[src/rtl/e1ccs_pkg.sv]
package e1ccs_pkg;
  localparam int unsigned BYTE_W  = 8;
  localparam int unsigned TS_W    = 5;
  localparam int unsigned N_FRM   = 4;
  localparam int unsigned FRM_W   = $clog2(N_FRM);
  localparam int unsigned CH_W    = TS_W + FRM_W;
  localparam int unsigned N_SLOT  = 3;
  localparam logic [BYTE_W-1:0] IDLE_BYTE = '1;

  typedef logic [TS_W-1:0] ts_t;
  typedef logic [CH_W-1:0] ch_t;
  typedef logic [BYTE_W-1:0] byte_t;

  typedef struct packed {
    logic                         ccs;
    logic                         rate_hi;
    logic [FRM_W-1:0]             framer;
    logic [N_SLOT-1:0]            use_ctl;
    logic [N_SLOT-1:0][TS_W-1:0]  sel;
  } cfg_t;

  function automatic ts_t slot_ts(input int unsigned idx);
    case (idx)
      0:       return ts_t'(15);
      1:       return ts_t'(16);
      default: return ts_t'(31);
    endcase
  endfunction

  // fast bus interleaves framers: index = N_FRM*ts + framer
  function automatic ch_t bus_chan(input logic rate_hi, input logic [FRM_W-1:0] frm,
                                   input ts_t ts);
    ch_t ch;
    if (rate_hi) ch = {ts, frm};
    else         ch = ch_t'(ts);
    return ch;
  endfunction
endpackage

[src/rtl/e1ccs_cfg_reg.sv]
module e1ccs_cfg_reg
  import e1ccs_pkg::*;
(
  input  logic   clk_i,
  input  logic   rst_ni,
  input  cfg_t   cfg_i,
  input  logic   tx_stb_i,
  input  ts_t    tx_ts_i,
  output cfg_t   cfg_o
);
  logic frame_start;
  cfg_t cfg_q;

  assign frame_start = tx_stb_i && (tx_ts_i == '0);

  always_ff @(posedge clk_i or negedge rst_ni) begin
    if (!rst_ni)          cfg_q <= '0;
    else if (frame_start) cfg_q <= cfg_i;
  end

  assign cfg_o = cfg_q;

  p_cfg_frame_only_r8: assert property (@(posedge clk_i) disable iff (!rst_ni)
    !(tx_stb_i && tx_ts_i == '0) |=> $stable(cfg_o));
  p_cfg_load_r8: assert property (@(posedge clk_i) disable iff (!rst_ni)
    (tx_stb_i && tx_ts_i == '0) |=> (cfg_o == $past(cfg_i)));
endmodule

[src/rtl/e1ccs_slot_hold.sv]
module e1ccs_slot_hold
  import e1ccs_pkg::*;
#(
  parameter int unsigned SLOT_IDX = 0
) (
  input  logic              clk_i,
  input  logic              rst_ni,
  input  logic              rate_hi_i,
  input  logic [FRM_W-1:0]  framer_i,
  input  ts_t               sel_i,
  input  logic              dat_vld_i,
  input  ch_t               dat_chan_i,
  input  byte_t             dat_byte_i,
  input  logic              ctl_vld_i,
  input  ch_t               ctl_chan_i,
  input  byte_t             ctl_byte_i,
  output byte_t             dat_q_o,
  output byte_t             ctl_q_o
);
  localparam ts_t MY_TS = slot_ts(SLOT_IDX);

  ch_t   dat_src, ctl_src;
  logic  dat_hit, ctl_hit;
  byte_t dat_q, ctl_q;

  assign dat_src = bus_chan(rate_hi_i, framer_i, MY_TS);
  assign ctl_src = bus_chan(rate_hi_i, framer_i, sel_i);
  assign dat_hit = dat_vld_i && (dat_chan_i == dat_src);
  assign ctl_hit = ctl_vld_i && (ctl_chan_i == ctl_src);

  always_ff @(posedge clk_i or negedge rst_ni) begin
    if (!rst_ni) begin
      dat_q <= IDLE_BYTE;
      ctl_q <= IDLE_BYTE;
    end else begin
      if (dat_hit) dat_q <= dat_byte_i;
      if (ctl_hit) ctl_q <= ctl_byte_i;
    end
  end

  assign dat_q_o = dat_q;
  assign ctl_q_o = ctl_q;

  p_dat_hold_r7: assert property (@(posedge clk_i) disable iff (!rst_ni)
    !dat_vld_i |=> $stable(dat_q_o));
  p_ctl_hold_r7: assert property (@(posedge clk_i) disable iff (!rst_ni)
    !ctl_vld_i |=> $stable(ctl_q_o));
endmodule

[src/rtl/e1ccs_out_sel.sv]
module e1ccs_out_sel
  import e1ccs_pkg::*;
(
  input  logic                     clk_i,
  input  logic                     rst_ni,
  input  cfg_t                     cfg_i,
  input  logic                     tx_stb_i,
  input  ts_t                      tx_ts_i,
  input  byte_t [N_SLOT-1:0]       dat_q_i,
  input  byte_t [N_SLOT-1:0]       ctl_q_i,
  output logic                     tx_vld_o,
  output byte_t                    tx_byte_o
);
  logic [N_SLOT-1:0] hit;
  byte_t pick;
  logic  vld_q;
  byte_t byte_q;

  for (genvar s = 0; s < N_SLOT; s++) begin : g_hit
    assign hit[s] = (tx_ts_i == slot_ts(s));
  end

  always_comb begin
    pick = byte_q;
    for (int s = 0; s < N_SLOT; s++) begin
      if (hit[s]) pick = cfg_i.use_ctl[s] ? ctl_q_i[s] : dat_q_i[s];
    end
  end

  always_ff @(posedge clk_i or negedge rst_ni) begin
    if (!rst_ni) begin
      vld_q  <= 1'b0;
      byte_q <= IDLE_BYTE;
    end else begin
      vld_q <= tx_stb_i && cfg_i.ccs && (|hit);
      if (tx_stb_i && cfg_i.ccs && (|hit)) byte_q <= pick;
    end
  end

  assign tx_vld_o  = vld_q;
  assign tx_byte_o = byte_q;

  p_slot_onehot_r9: assert property (@(posedge clk_i) disable iff (!rst_ni)
    $onehot0(hit));
  p_vld_needs_ccs_r2: assert property (@(posedge clk_i) disable iff (!rst_ni)
    tx_vld_o |-> $past(cfg_i.ccs));
  p_byte_hold_r2: assert property (@(posedge clk_i) disable iff (!rst_ni)
    !$stable(tx_byte_o) |-> tx_vld_o);
  p_vld_after_stb_r9: assert property (@(posedge clk_i) disable iff (!rst_ni)
    tx_vld_o |-> $past(tx_stb_i));
endmodule

[src/rtl/e1ccs_tx.sv]
module e1ccs_tx
  import e1ccs_pkg::*;
(
  input  logic        clk_i,
  input  logic        rst_ni,
  input  logic        ccs_on_i,
  input  logic        rate_hi_i,
  input  logic [1:0]  framer_i,
  input  logic [2:0]  use_ctl_i,
  input  logic [4:0]  sel15_i,
  input  logic [4:0]  sel16_i,
  input  logic [4:0]  sel31_i,
  input  logic        dat_vld_i,
  input  logic [6:0]  dat_chan_i,
  input  logic [7:0]  dat_byte_i,
  input  logic        ctl_vld_i,
  input  logic [6:0]  ctl_chan_i,
  input  logic [7:0]  ctl_byte_i,
  input  logic        tx_stb_i,
  input  logic [4:0]  tx_ts_i,
  output logic        tx_vld_o,
  output logic [7:0]  tx_byte_o
);
  cfg_t cfg_in, cfg_act;
  byte_t [N_SLOT-1:0] dat_q, ctl_q;

  always_comb begin
    cfg_in         = '0;
    cfg_in.ccs     = ccs_on_i;
    cfg_in.rate_hi = rate_hi_i;
    cfg_in.framer  = framer_i;
    cfg_in.use_ctl = use_ctl_i;
    cfg_in.sel[0]  = sel15_i;
    cfg_in.sel[1]  = sel16_i;
    cfg_in.sel[2]  = sel31_i;
  end

  e1ccs_cfg_reg u_cfg (
    .clk_i    (clk_i),
    .rst_ni   (rst_ni),
    .cfg_i    (cfg_in),
    .tx_stb_i (tx_stb_i),
    .tx_ts_i  (tx_ts_i),
    .cfg_o    (cfg_act)
  );

  for (genvar s = 0; s < N_SLOT; s++) begin : g_slot
    e1ccs_slot_hold #(.SLOT_IDX(s)) u_hold (
      .clk_i      (clk_i),
      .rst_ni     (rst_ni),
      .rate_hi_i  (cfg_act.rate_hi),
      .framer_i   (cfg_act.framer),
      .sel_i      (cfg_act.sel[s]),
      .dat_vld_i  (dat_vld_i),
      .dat_chan_i (dat_chan_i),
      .dat_byte_i (dat_byte_i),
      .ctl_vld_i  (ctl_vld_i),
      .ctl_chan_i (ctl_chan_i),
      .ctl_byte_i (ctl_byte_i),
      .dat_q_o    (dat_q[s]),
      .ctl_q_o    (ctl_q[s])
    );
  end

  e1ccs_out_sel u_out (
    .clk_i     (clk_i),
    .rst_ni    (rst_ni),
    .cfg_i     (cfg_act),
    .tx_stb_i  (tx_stb_i),
    .tx_ts_i   (tx_ts_i),
    .dat_q_i   (dat_q),
    .ctl_q_i   (ctl_q),
    .tx_vld_o  (tx_vld_o),
    .tx_byte_o (tx_byte_o)
  );

  p_vld_slot_r9: assert property (@(posedge clk_i) disable iff (!rst_ni)
    tx_vld_o |-> ($past(tx_ts_i) == 5'd15 || $past(tx_ts_i) == 5'd16 || $past(tx_ts_i) == 5'd31));
endmodule

[config.mk]
export PLATFORM = sky130hd
export DESIGN_NAME = e1ccs_tx
export DESIGN_NICKNAME = d
export VERILOG_FILES = /design/src/rtl/e1ccs_pkg.sv /design/src/rtl/e1ccs_cfg_reg.sv /design/src/rtl/e1ccs_slot_hold.sv /design/src/rtl/e1ccs_out_sel.sv /design/src/rtl/e1ccs_tx.sv
export SDC_FILE = /design/constraint.sdc
export NUM_CORES = 1
export LEC_CHECK = 0
export BUFFER_PORTS_ARGS = -buffer_cell sky130_fd_sc_hd__buf_2
export CORE_MARGIN = 1.5
export CORE_UTILIZATION = 25
export DETAILED_ROUTE_END_ITERATION = 8
export PLACE_DENSITY_LB_ADDON = 0.3
export SETUP_SLACK_MARGIN = 0.3
export SYNTH_ARGS = -nofsm -noshare
export SYNTH_HDL_FRONTEND = slang
export SYNTH_SLANG_ARGS = --single-unit
[constraint.sdc]
create_clock -name clk_i -period 5.55 [get_ports clk_i]
set_clock_uncertainty 0.05 [all_clocks]
set_input_delay 0 -clock clk_i [delete_from_list [all_inputs] [get_ports clk_i]]
set_output_delay 0 -clock clk_i [all_outputs]
set_load 0.01 [all_outputs]
==> metrics, run 1 <==
status=completed; Num CTS Buffers=9; adder-cell area share of the yosys netlist=0%; multiplexer share of the synthesized area=28.4%; starting density of the core=around 26%; Clk Latency, worst-skew pair=approximately 0.34 ns; commonest cells after routing, fill and taps aside=buf_2, mux2_2, dfstp_2; WP data arrival=between 2 and 3 ns; critical path class=reg2reg; Vias per Instance=about 4.4; setup TNS=0 ns; ANT cells=0; synth warn=0; GR peak layer=met2; main combinational cell family by area after synthesis=multiplexers; Hold WS=between 0.06 and 0.07 ns; commonest non-fill, non-tap cell in the layout=buf_2; WHS Path Cells=3; CP Data Required Time=just under 6 ns; Syn Nets=393; dpl hpwl=7170 um; via count=a little under 3000; first-pass GRT wire length=between 15000 and 20000 um; Synth Area in Compound Gates=about 5.1%; deepest clock path buffer count=2; RSZ-0062 raised after global routing=false; GP Congestion=between 0.7 and 0.8; total congestion overflow=0; Worst setup SP type=register; Tcrit/Tclk final=~49%; r2r worst-path depth=5; Post-synth top flop=dfstp_2; met2 Usage GRT=19.4%; CTS tree=built; Slew Limit Headroom=between 20 and 30%; Die Ht=between 100 and 150 um; core box area=between 15000 and 20000 um^2; Final min period=~2.7 ns; crit end category=register; synth top area cells=dfstp_2, mux2_2, dfrtp_1; met1 GRT Util=16.1%; Min-Delay Path Class=in2reg; synthesis-to-layout area growth=30.2%; met3 GRT Util=2.97%; Syn Inst Count=between 300 and 400; xor/xnor share of the synthesized area=slightly below 5%; die area=17200 um^2; fillers=1674; share of layout cells above drive strength 1=49.0%; Mapped Area=4110 um^2; Cell variety after synth=47; Power per Cell Area=between 300 and 400 nW/um^2; die extent in x=~130 um; FP Rows=46; num ports=71; CTS Root Cell=clkbuf_16; drt initial violations=approximately 130; number of clock sinks=79; final setup fails=0; DRT Wirelength=10200 um; DRT Pass-1 Iters=4; Final Hold Viols=0; register area share after synthesis=between 40% and 50%; post-synth top area share=between 30% and 40%; Global Route Usage Sum=roughly 13%; Post CTS Setup Buffer Count=0; Max rail drop VDD=approximately 160 uV; max cap viols=0; Reg clk slew, reported paths=0.06 ns; Simple-Gate Fraction of Synth Area=around 8.6%; IO buf count=70; synthesized flop and latch total=between 70 and 80; Leakage=about 0.0023 uW; Mean Syn Cell Area=around 12 um^2; number of synthesized flops with an enable pin=0; Slew Viols, Final=0; DRC Markers=0; area leader, netlist=dfstp_2; vias in the first global route=3100; final net count=496; async set-reset flop share out of synthesis=100%; antenna violations before repair=0; Slew @ Worst Pin=between 1 and 1.5 ns; Fmax=approximately 0.37 GHz; antenna violation net count after detailed routing=0; H-tree levels=3; DR WL/cell=between 15 and 20 um; largest net degree at the start of global routing=80; CP max FO=31
per-layer routing:
metal / wire (um) / share of wire, % / vias to the layer above
met4: 357 / 3.5 / 0
met3: 360 / 3.5 / 25
met5: 0 / 0 / -
met1: 4900 / 48 / 1431
li1: - / - / 1388
met2: 4610 / 45 / 61
cells by family after synthesis:
group	count (synthesis)
mux	105
flops	79
simple gates	67
compound gates	33
buf+inv	24
xor+xnor	23
timing repair:
item,4_1_cts,5_1_grt
gates resized for setup,0,0
endpoints found under the hold margin,94,0
hold buffers,40,0
metrics by stage:
stage	utilization, %	setup WS, ns	instance area [um^2]	power, uW	cells
6_report	33.5	2.82	5360	1870	655
3_5_place_dp	28.9	2.84	4630	1220	599
4_1_cts	33.5	2.81	5360	1900	655
3_3_place_gp	28.9	2.85	4630	1210	599
2_1_floorplan	-	3.57	4110	1110	331
5_1_grt	33.5	2.62	5360	1970	655
sequential cells by signal (all words and copies together) (netlist names):
register and count:
g_slot.u_hold.dat_q_o 24, u_cfg.cfg_o 22, g_slot.u_hold.ctl_q_o 24, u_out.tx_byte_o 8
u_out.tx_vld_o 1
path summary, 6_finish.rpt:
path / from / end / slack (ns)
max in group asynchronous: rst_ni / u_out.tx_vld_o$_DFF_PN0_ / 4.50
min in group asynchronous: rst_ni / u_cfg.cfg_o[12]$_DFFE_PN0P_ / 0.31
setup reg to reg: u_cfg.cfg_o[20]$_DFFE_PN0P_ / g_slot[0].u_hold.ctl_q_o[5]$_DFFE_PN1P_ / 2.82
setup / recovery: u_cfg.cfg_o[20]$_DFFE_PN0P_ / g_slot[0].u_hold.ctl_q_o[5]$_DFFE_PN1P_ / 2.82
hold / removal: tx_ts_i[2] / u_out.tx_vld_o$_DFF_PN0_ / 0.07
hold reg to reg: u_out.tx_byte_o[1]$_DFFE_PN1P_ / u_out.tx_byte_o[1]$_DFFE_PN1P_ / 0.45
final cells by class:
cell class              count  area [um^2]  area share, %
repair buffers            110          753           14.1
flip-flops and latches     79         2050           38.2
well taps                 216          270           5.05
clock buffers              13          282           5.26
clock inverters             3         46.3          0.864
multi-input cells         228         1940           36.1
inverters                   6         22.5          0.420
where the power goes:
group	internal [uW]	switching, uW	leakage, uW
clock network	402	237	0.000158
logic	221	154	0.00127
registers	749	110	0.000876
total	1370	501	0.00230
worst max-delay path: stages (launching register included):
cell and delay, ns:
dfrtp_1 1.07, mux2i_1 0.30, xor2_1 0.17, nand4_1 0.10, or3_1 0.58, mux2_1 0.39
synthesized netlist by cell type (all sizes together) (2+ instances only):
master   n
nand2   24
o21ai    2
inv      6
dfstp   56
nand3b   2
a31oi    9
nor2    19
nand4    6
dfrtp   23
nand2b   2
clkbuf   7
xnor2   14
xor2     9
a21oi   10
o22ai    4
mux2    70
mux2i   35
nor3     2
buf     11
nor4     2
No activity file was read; power rests on OpenSTA's default activity.
==> run 2, diff against run 1 <==
--- a/config.mk
+++ b/config.mk
@@ -5,6 +5,7 @@
 export SDC_FILE = /design/constraint.sdc
 export NUM_CORES = 1
 export LEC_CHECK = 0
+export ABC_AREA = 1
 export BUFFER_PORTS_ARGS = -buffer_cell sky130_fd_sc_hd__buf_2
 export CORE_MARGIN = 1.5
 export CORE_UTILIZATION = 25
==> constraint.sdc (replaced) <==
create_clock -name clk_i -period 2.4 [get_ports clk_i]
set_clock_uncertainty 0.05 [all_clocks]
set_input_delay 0 -clock clk_i [delete_from_list [all_inputs] [get_ports clk_i]]
set_output_delay 0 -clock clk_i [all_outputs]
set_load 0.01 [all_outputs]
==> run 2 against run 1 <==
First-iteration DRC count rose by 51%. Die area rose by 4.8%. Core utilization rose by 0.51 points. Non-clock buffer count rose by 8. Flip-flop and latch count did not move. Area after synthesis rose by 4.9%. Synthesized cell count rose by 74%. Critical endpoint is now g_slot[1].u_hold.ctl_q_o[3]$_DFFE_PN1P_. Largest cell class unchanged.
==> metrics, run 2 <==
status=completed; Post CTS Setup Buffer Count=0 (unchanged); Syn Nets=639 (+63%); Mapped Area=4320 um^2 (+4.9%); Post-synth top flop=dfstp_2; antenna violations before repair=0 (unchanged); WP data arrival=2.09 ns (-0.86 ns); Max rail drop VDD=359 uV (+130%); synthesized flop and latch total=79 (unchanged); die area=18100 um^2 (+4.8%); drt initial violations=198 (+51%); commonest cells after routing, fill and taps aside=nand2_1, nand3_1, buf_2; Vias per Instance=4.43 (-0.22%); synth warn=0 (unchanged); vias in the first global route=3928 (+27%); Switching Fraction=30.9% (+4.2 points); register area share after synthesis=47.4% (-2.3 points); num ports=71 (unchanged); Reg clk slew, reported paths=0.06 ns (about the same); via count=4058 (+40%); Fmax=0.538 GHz (+47%); antenna violation net count after detailed routing=0 (unchanged); HP Start=dat_chan_i[4]; Min-Delay Path Class=in2reg; RSZ-0062 raised after global routing=false; async set-reset flop share out of synthesis=100% (unchanged); combinational share of power=22.6% (+2.6 points); Clk Latency, worst-skew pair=0.35 ns (about the same); Reg power frac=44.1% (-1.8 points); DRT Wirelength=12600 um (+23%); Worst setup SP type=register; dpl hpwl=9550 um (+33%); Slew Viols, Final=0 (unchanged); critical path class=reg2reg; DRC Markers=0 (unchanged); crit end category=register; Hold WS=0.0188 ns (-0.0472 ns); first-pass GRT wire length=20500 um (+22%); setup TNS=0 ns (unchanged); number of synthesized flops with an enable pin=0 (unchanged); Mean Syn Cell Area=7.48 um^2 (-40%); post-synth top area share=34.1% (-1.7 points); sw power=1380 uW (+180%); final instance area=5680 um^2 (+6.0%); count leader, synth=nand2_1; final std cells w/o fill=917 (+40%); Global Route Usage Sum=14.8% (+2.3 points); Slew Limit Headroom=45.5% (+19 points); deepest clock path buffer count=2 (unchanged); GP Congestion=0.826 (+5.7%); number of clock sinks=79 (unchanged); CP max FO=15 (-52%); RR Startpoint=u_cfg.cfg_o[20]$_DFFE_PN0P_; core box area=16700 um^2 (+4.4%); fillers=1845 (+10%); final net count=754 (+52%); dpl cell area=4940 um^2 (+6.7%); Clk network pwr share=33.3% (-0.8 points); Cell variety after synth=25 (-47%); Final Hold Viols=0 (unchanged); CTS tree=built; synth top area cells=dfstp_2, nand2_1, dfrtp_1; Post-Place Cells=861 (+44%); starting density of the core=25.8% (+0.14 points); Leakage=0.00285 uW (+24%); Num CTS Buffers=9 (unchanged); Final min period=1.86 ns (-0.868 ns); IO buf count=70 (unchanged); Die Ht=134 um (+2.4%); Tcrit/Tclk final=77.5% (+28 points); total congestion overflow=0 (unchanged); final core utilization=34.0% (+0.51 points); max cap viols=0 (unchanged); final setup fails=0 (unchanged); Power per Cell Area=786 nW/um^2 (+120%); Int Power=3080 uW (+120%); ANT cells=0 (unchanged); die extent in x=134 um (+2.4%); CTS Root Cell=clkbuf_16; FP Rows=47 (+2.2%); beginning of the critical path=u_cfg.cfg_o[20]$_DFFE_PN0P_; synthesis-to-layout area growth=31.5%; area leader, netlist=dfstp_2; Commonest cells post-synth=nand2_1, nand3_1, dfstp_2, inv_1, nor2_1; Syn Inst Count=577 (+74%); H-tree levels=3 (unchanged); DRT Pass-1 Iters=5 (+1); Slew @ Worst Pin=0.818 ns (-0.279 ns); share of layout cells above drive strength 1=26.0% (-23 points); commonest non-fill, non-tap cell in the layout=nand2_1; DR WL/cell=13.7 um (-12%); largest net degree at the start of global routing=63 (-21%); CP Data Required Time=2.63 ns (-3.14 ns)
==> run 2: cell types whose count changed after synthesis, sizes merged, moves of 7 or more <==
cell	change
nand2	+233
nand3	+84
mux2	-58
inv	+42
mux2i	-32
xnor2	-14
nor2	+13
o21ai	+12
a31oi	-9
o211ai	+7
==> run 2: path summary, 6_finish.rpt <==
path | endpoint | slack (ns) | cells after the start
worst max-delay path | g_slot[1].u_hold.ctl_q_o[3]$_DFFE_PN1P_ | 0.54 | 10
worst min-delay path | g_slot[2].u_hold.dat_q_o[2]$_DFFE_PN1P_ | 0.02 | 4
worst max register to register | g_slot[1].u_hold.ctl_q_o[3]$_DFFE_PN1P_ | 0.54 | 10
worst min register to register | g_slot[0].u_hold.ctl_q_o[5]$_DFFE_PN1P_ | 0.41 | 2
max in group asynchronous | g_slot[0].u_hold.dat_q_o[4]$_DFFE_PN1P_ | 1.29 | 3
min in group asynchronous | u_cfg.cfg_o[1]$_DFFE_PN0P_ | 0.23 | 2
==> run 2: timing repair <==
| item | in CTS | in global routing |
|---|---|---|
| endpoints found under the hold margin | 93 | 0 |
| endpoints found under the setup margin | 0 | 32 |
| hold buffers | 40 | 0 |
| gates resized for setup | 0 | 6 |
==> run 2: cell families after synthesis <==
kind of cell / count (synthesis) / share of synthesized area [%]
AO/OA/AOI/OAI: 35 / 4.52
AND/OR/NAND/NOR: 383 / 37.8
buffers and inverters: 62 / 5.65
XOR/XNOR: 3 / 0.783
flip-flops: 79 / 47.4
multiplexers: 15 / 3.83
==> run 2: worst max-delay path, cell delays in order (launching register included) <==
cell,delay [ns]
dfrtp_2,0.49
buf_4,0.25
nand2_1,0.09
nand3_1,0.09
nand2_1,0.05
inv_1,0.04
nand2_1,0.07
nor2_2,0.32
nand2_2,0.20
nand2_1,0.10
nand2_1,0.06
==> run 2: area by class of cell <==
class / count / area [um^2] / area share (%)
clock inverter: 2 / 35.0 / 0.617
multi-input combinational: 436 / 2040 / 35.9
timing repair buffer: 118 / 813 / 14.3
inverter: 48 / 183 / 3.22
tap: 220 / 275 / 4.85
clock buffer: 14 / 285 / 5.03
sequential: 79 / 2050 / 36.1
==> run 2: per-stage QoR <==
step           power (uW)  setup slack [ns]
5_1_grt              4750             0.321
3_5_place_dp         2950             0.377
4_1_cts              4500             0.376
6_report             4460             0.541
2_1_floorplan        2590             0.834
3_3_place_gp         2930             0.398
==> run 2: power by group through the flow <==
| stage | clock network [uW] | registers (uW) | logic (uW) |
|---|---|---|---|
| after floorplan | 0 | 1870 | 720 |
| after global placement | 0 | 1990 | 948 |
| after detailed placement | 0 | 1980 | 962 |
| after CTS | 1520 | 1970 | 1010 |
| after global routing | 1570 | 2010 | 1170 |
| final | 1480 | 1970 | 1010 |
==> run 2: layer usage <==
metal | share of wire (%) | wire (um) | global-route usage [%] | vias up
met5 | 0 | 0 | 0 | -
met4 | 2.1 | 259 | 6.33 | 0
met3 | 4.5 | 562 | 2.15 | 14
met2 | 44 | 5580 | 22.6 | 88
met1 | 49 | 6200 | 20.9 | 1888
li1 | - | - | - | 2068
==> run 3, diff against run 2 <==
==> constraint.sdc (replaced) <==
create_clock -name clk_i -period 1.8 [get_ports clk_i]
set_clock_uncertainty 0.05 [all_clocks]
set_input_delay 0 -clock clk_i [delete_from_list [all_inputs] [get_ports clk_i]]
set_output_delay 0 -clock clk_i [all_outputs]
set_load 0.01 [all_outputs]
==> run 3 against run 2 <==
Worst setup slack worse by 0.35 ns. Die area stayed put. Sequential share of layout area is 2.7 points lower. Sequential power is 34% higher. Wire length is 1.8% higher. Maximum frequency is 16% higher. Final cell count is 2.6% higher. Highest routed layer unchanged.
==> metrics, run 3 (synthesis results as in run 2) <==
Vias per Instance=4.34 (-2.0%); met2 Usage GRT=23.4% (+0.71 points); Max rail drop VDD=497 uV (+38%); final core utilization=36.7% (+2.7 points); number of clock sinks=79 (unchanged); drt initial violations=252 (+27%); synthesis-to-layout area growth=42.2%; Critical path buffers and inverters=3 (+1); via count=4082 (+0.59%); Final min period=1.61 ns (-0.251 ns); Clk Latency, worst-skew pair=0.35 ns (about the same); Top delay family on crit path=flip-flops; antenna violations before repair=0 (unchanged); DR WL/cell=13.6 um (-0.82%); WP data arrival=1.85 ns (-0.24 ns); commonest non-fill, non-tap cell in the layout=nand2_1; deepest clock path buffer count=2 (unchanged); vias in the first global route=4012 (+2.1%); Slew @ Worst Pin=0.458 ns (-0.360 ns); die extent in x=134 um (unchanged); CTS Root Cell=clkbuf_16; Num CTS Buffers=9 (unchanged); ANT cells=0 (unchanged); GR peak layer=met2; IO buf count=70 (unchanged); CP max FO=8 (-7); share of layout cells above drive strength 1=32.9% (+6.9 points); CTS tree=built; FP Rows=47 (unchanged); critical path class=reg2reg; Final Hold Viols=0 (unchanged); Slowest-stage cell, CP=dfrtp_2; total congestion overflow=0 (unchanged); Worst setup SP type=register; Slew Viols, Final=0 (unchanged); crit-path max cell delay=0.46 ns (-0.03 ns); starting density of the core=25.8% (unchanged); DRT Wirelength=12800 um (+1.8%); CP Cell Sequence=clkinv_4 > buf_4 > o21ai_1 > nand3_2 > nor2_4 > buf_6 > nand3_1 > nand2_1; H-tree levels=3 (unchanged); die area=18100 um^2 (unchanged); final std cells w/o fill=941 (+2.6%); Min-Delay Path Class=in2async; commonest cells after routing, fill and taps aside=nand2_1, nand3_1, buf_2; core box area=16700 um^2 (unchanged); Tcrit/Tclk final=89.4% (+12 points); met1 GRT Util=21.3% (+0.40 points); final setup fails=0 (unchanged); DRT Pass-1 Iters=4 (-1); met3 GRT Util=2.61% (+0.45 points); Post-Place Cells=876 (+1.7%); final net count=778 (+3.2%); antenna violation net count after detailed routing=0 (unchanged); Fmax=0.622 GHz (+16%); Power per Cell Area=1020 nW/um^2 (+30%); setup TNS=0 ns (unchanged); largest net degree at the start of global routing=50 (-21%); num ports=71 (unchanged); first-pass GRT wire length=21000 um (+2.4%); max cap viols=0 (unchanged); GP Congestion=0.827 (about the same); Reg clk slew, reported paths=0.06 ns (about the same); crit end category=register; Global Route Usage Sum=15.2% (+0.38 points); Leakage=0.00309 uW (+8.5%); DRC Markers=0 (unchanged); Slew Limit Headroom=69.5% (+24 points); status=completed; Die Ht=134 um (unchanged); RSZ-0062 raised after global routing=true; CP Data Required Time=2.04 ns (-0.59 ns); dpl hpwl=9700 um (+1.5%); Hold WS=0.0792 ns (+0.0604 ns)
## run 3: cell count changes in the layout (fill, tap and decap cells not counted), sizes merged
cell / change
buf: +24
clkinv: +1
inv: +1
clkbuf: -3
bufinv: +1
## run 3: timing repair
item,in CTS,in global routing
resized for setup,42,24
buffers inserted,7,1
endpoints found under the hold margin,108,0
hold buffers,40,0
endpoints found under the setup margin,48,49
pin swaps,9,12
cloned,1,0
## run 3: per-stage QoR
step                total power (uW)  setup slack [ns]  cell area, um^2
finish                          6280             0.191             6140
global route                    6650            0.0440             6140
floorplan                       3490             0.256             4360
CTS                             6280             0.221             6050
global placement                4010             0.123             5090
detailed placement              4010            0.0951             5090
## run 3: final timing paths
check                                                             start                                      end  slack (ns)  cells past startpoint
worst max-delay path                        u_cfg.cfg_o[20]$_DFFE_PN0P_  g_slot[1].u_hold.ctl_q_o[6]$_DFFE_PN1P_        0.19                      8
worst min-delay path                                             rst_ni                 u_out.tx_vld_o$_DFF_PN0_        0.08                      2
worst max register to register              u_cfg.cfg_o[20]$_DFFE_PN0P_  g_slot[1].u_hold.ctl_q_o[6]$_DFFE_PN1P_        0.19                      8
worst min register to register  g_slot[1].u_hold.ctl_q_o[2]$_DFFE_PN1P_  g_slot[1].u_hold.ctl_q_o[2]$_DFFE_PN1P_        0.41                      2
max in group asynchronous                                        rst_ni  g_slot[0].u_hold.ctl_q_o[0]$_DFFE_PN1P_        0.96                      3
min in group clk_i                                             tx_stb_i           u_out.tx_byte_o[1]$_DFFE_PN1P_        0.09                      5
## run 3: final cells by class
| class | instances | area, um^2 |
|---|---|---|
| sequential | 79 | 2050 |
| clock inverter | 5 | 77.6 |
| inverter | 48 | 185 |
| tap | 220 | 275 |
| clock buffer | 11 | 253 |
| fill | 1803 | 10600 |
| multi-input combinational | 436 | 2220 |
| timing repair buffer | 142 | 1070 |
## run 3: power breakdown
part	switching (uW)	total [uW]	leakage (uW)	internal, uW
sequential	313	2640	0.000847	2320
clock	752	2040	0.000166	1290
combinational	893	1600	0.00207	711
total	1960	6280	0.00309	4320
## run 3: per-layer routing
| metal | share of wire [%] | vias up |
|---|---|---|
| met5 | 0 | - |
| met4 | 1.6 | 0 |
| met3 | 4.6 | 11 |
| met2 | 45 | 84 |
| met1 | 49 | 1867 |
| li1 | - | 2120 |
## run 3: worst register-to-register path, stage by stage, from the launching register on
cell and delay [ns]:
dfrtp_2 0.46, clkinv_4 0.12, buf_4 0.17, o21ai_1 0.16
nand3_2 0.11, nor2_4 0.17, buf_6 0.16, nand3_1 0.07
nand2_1 0.07
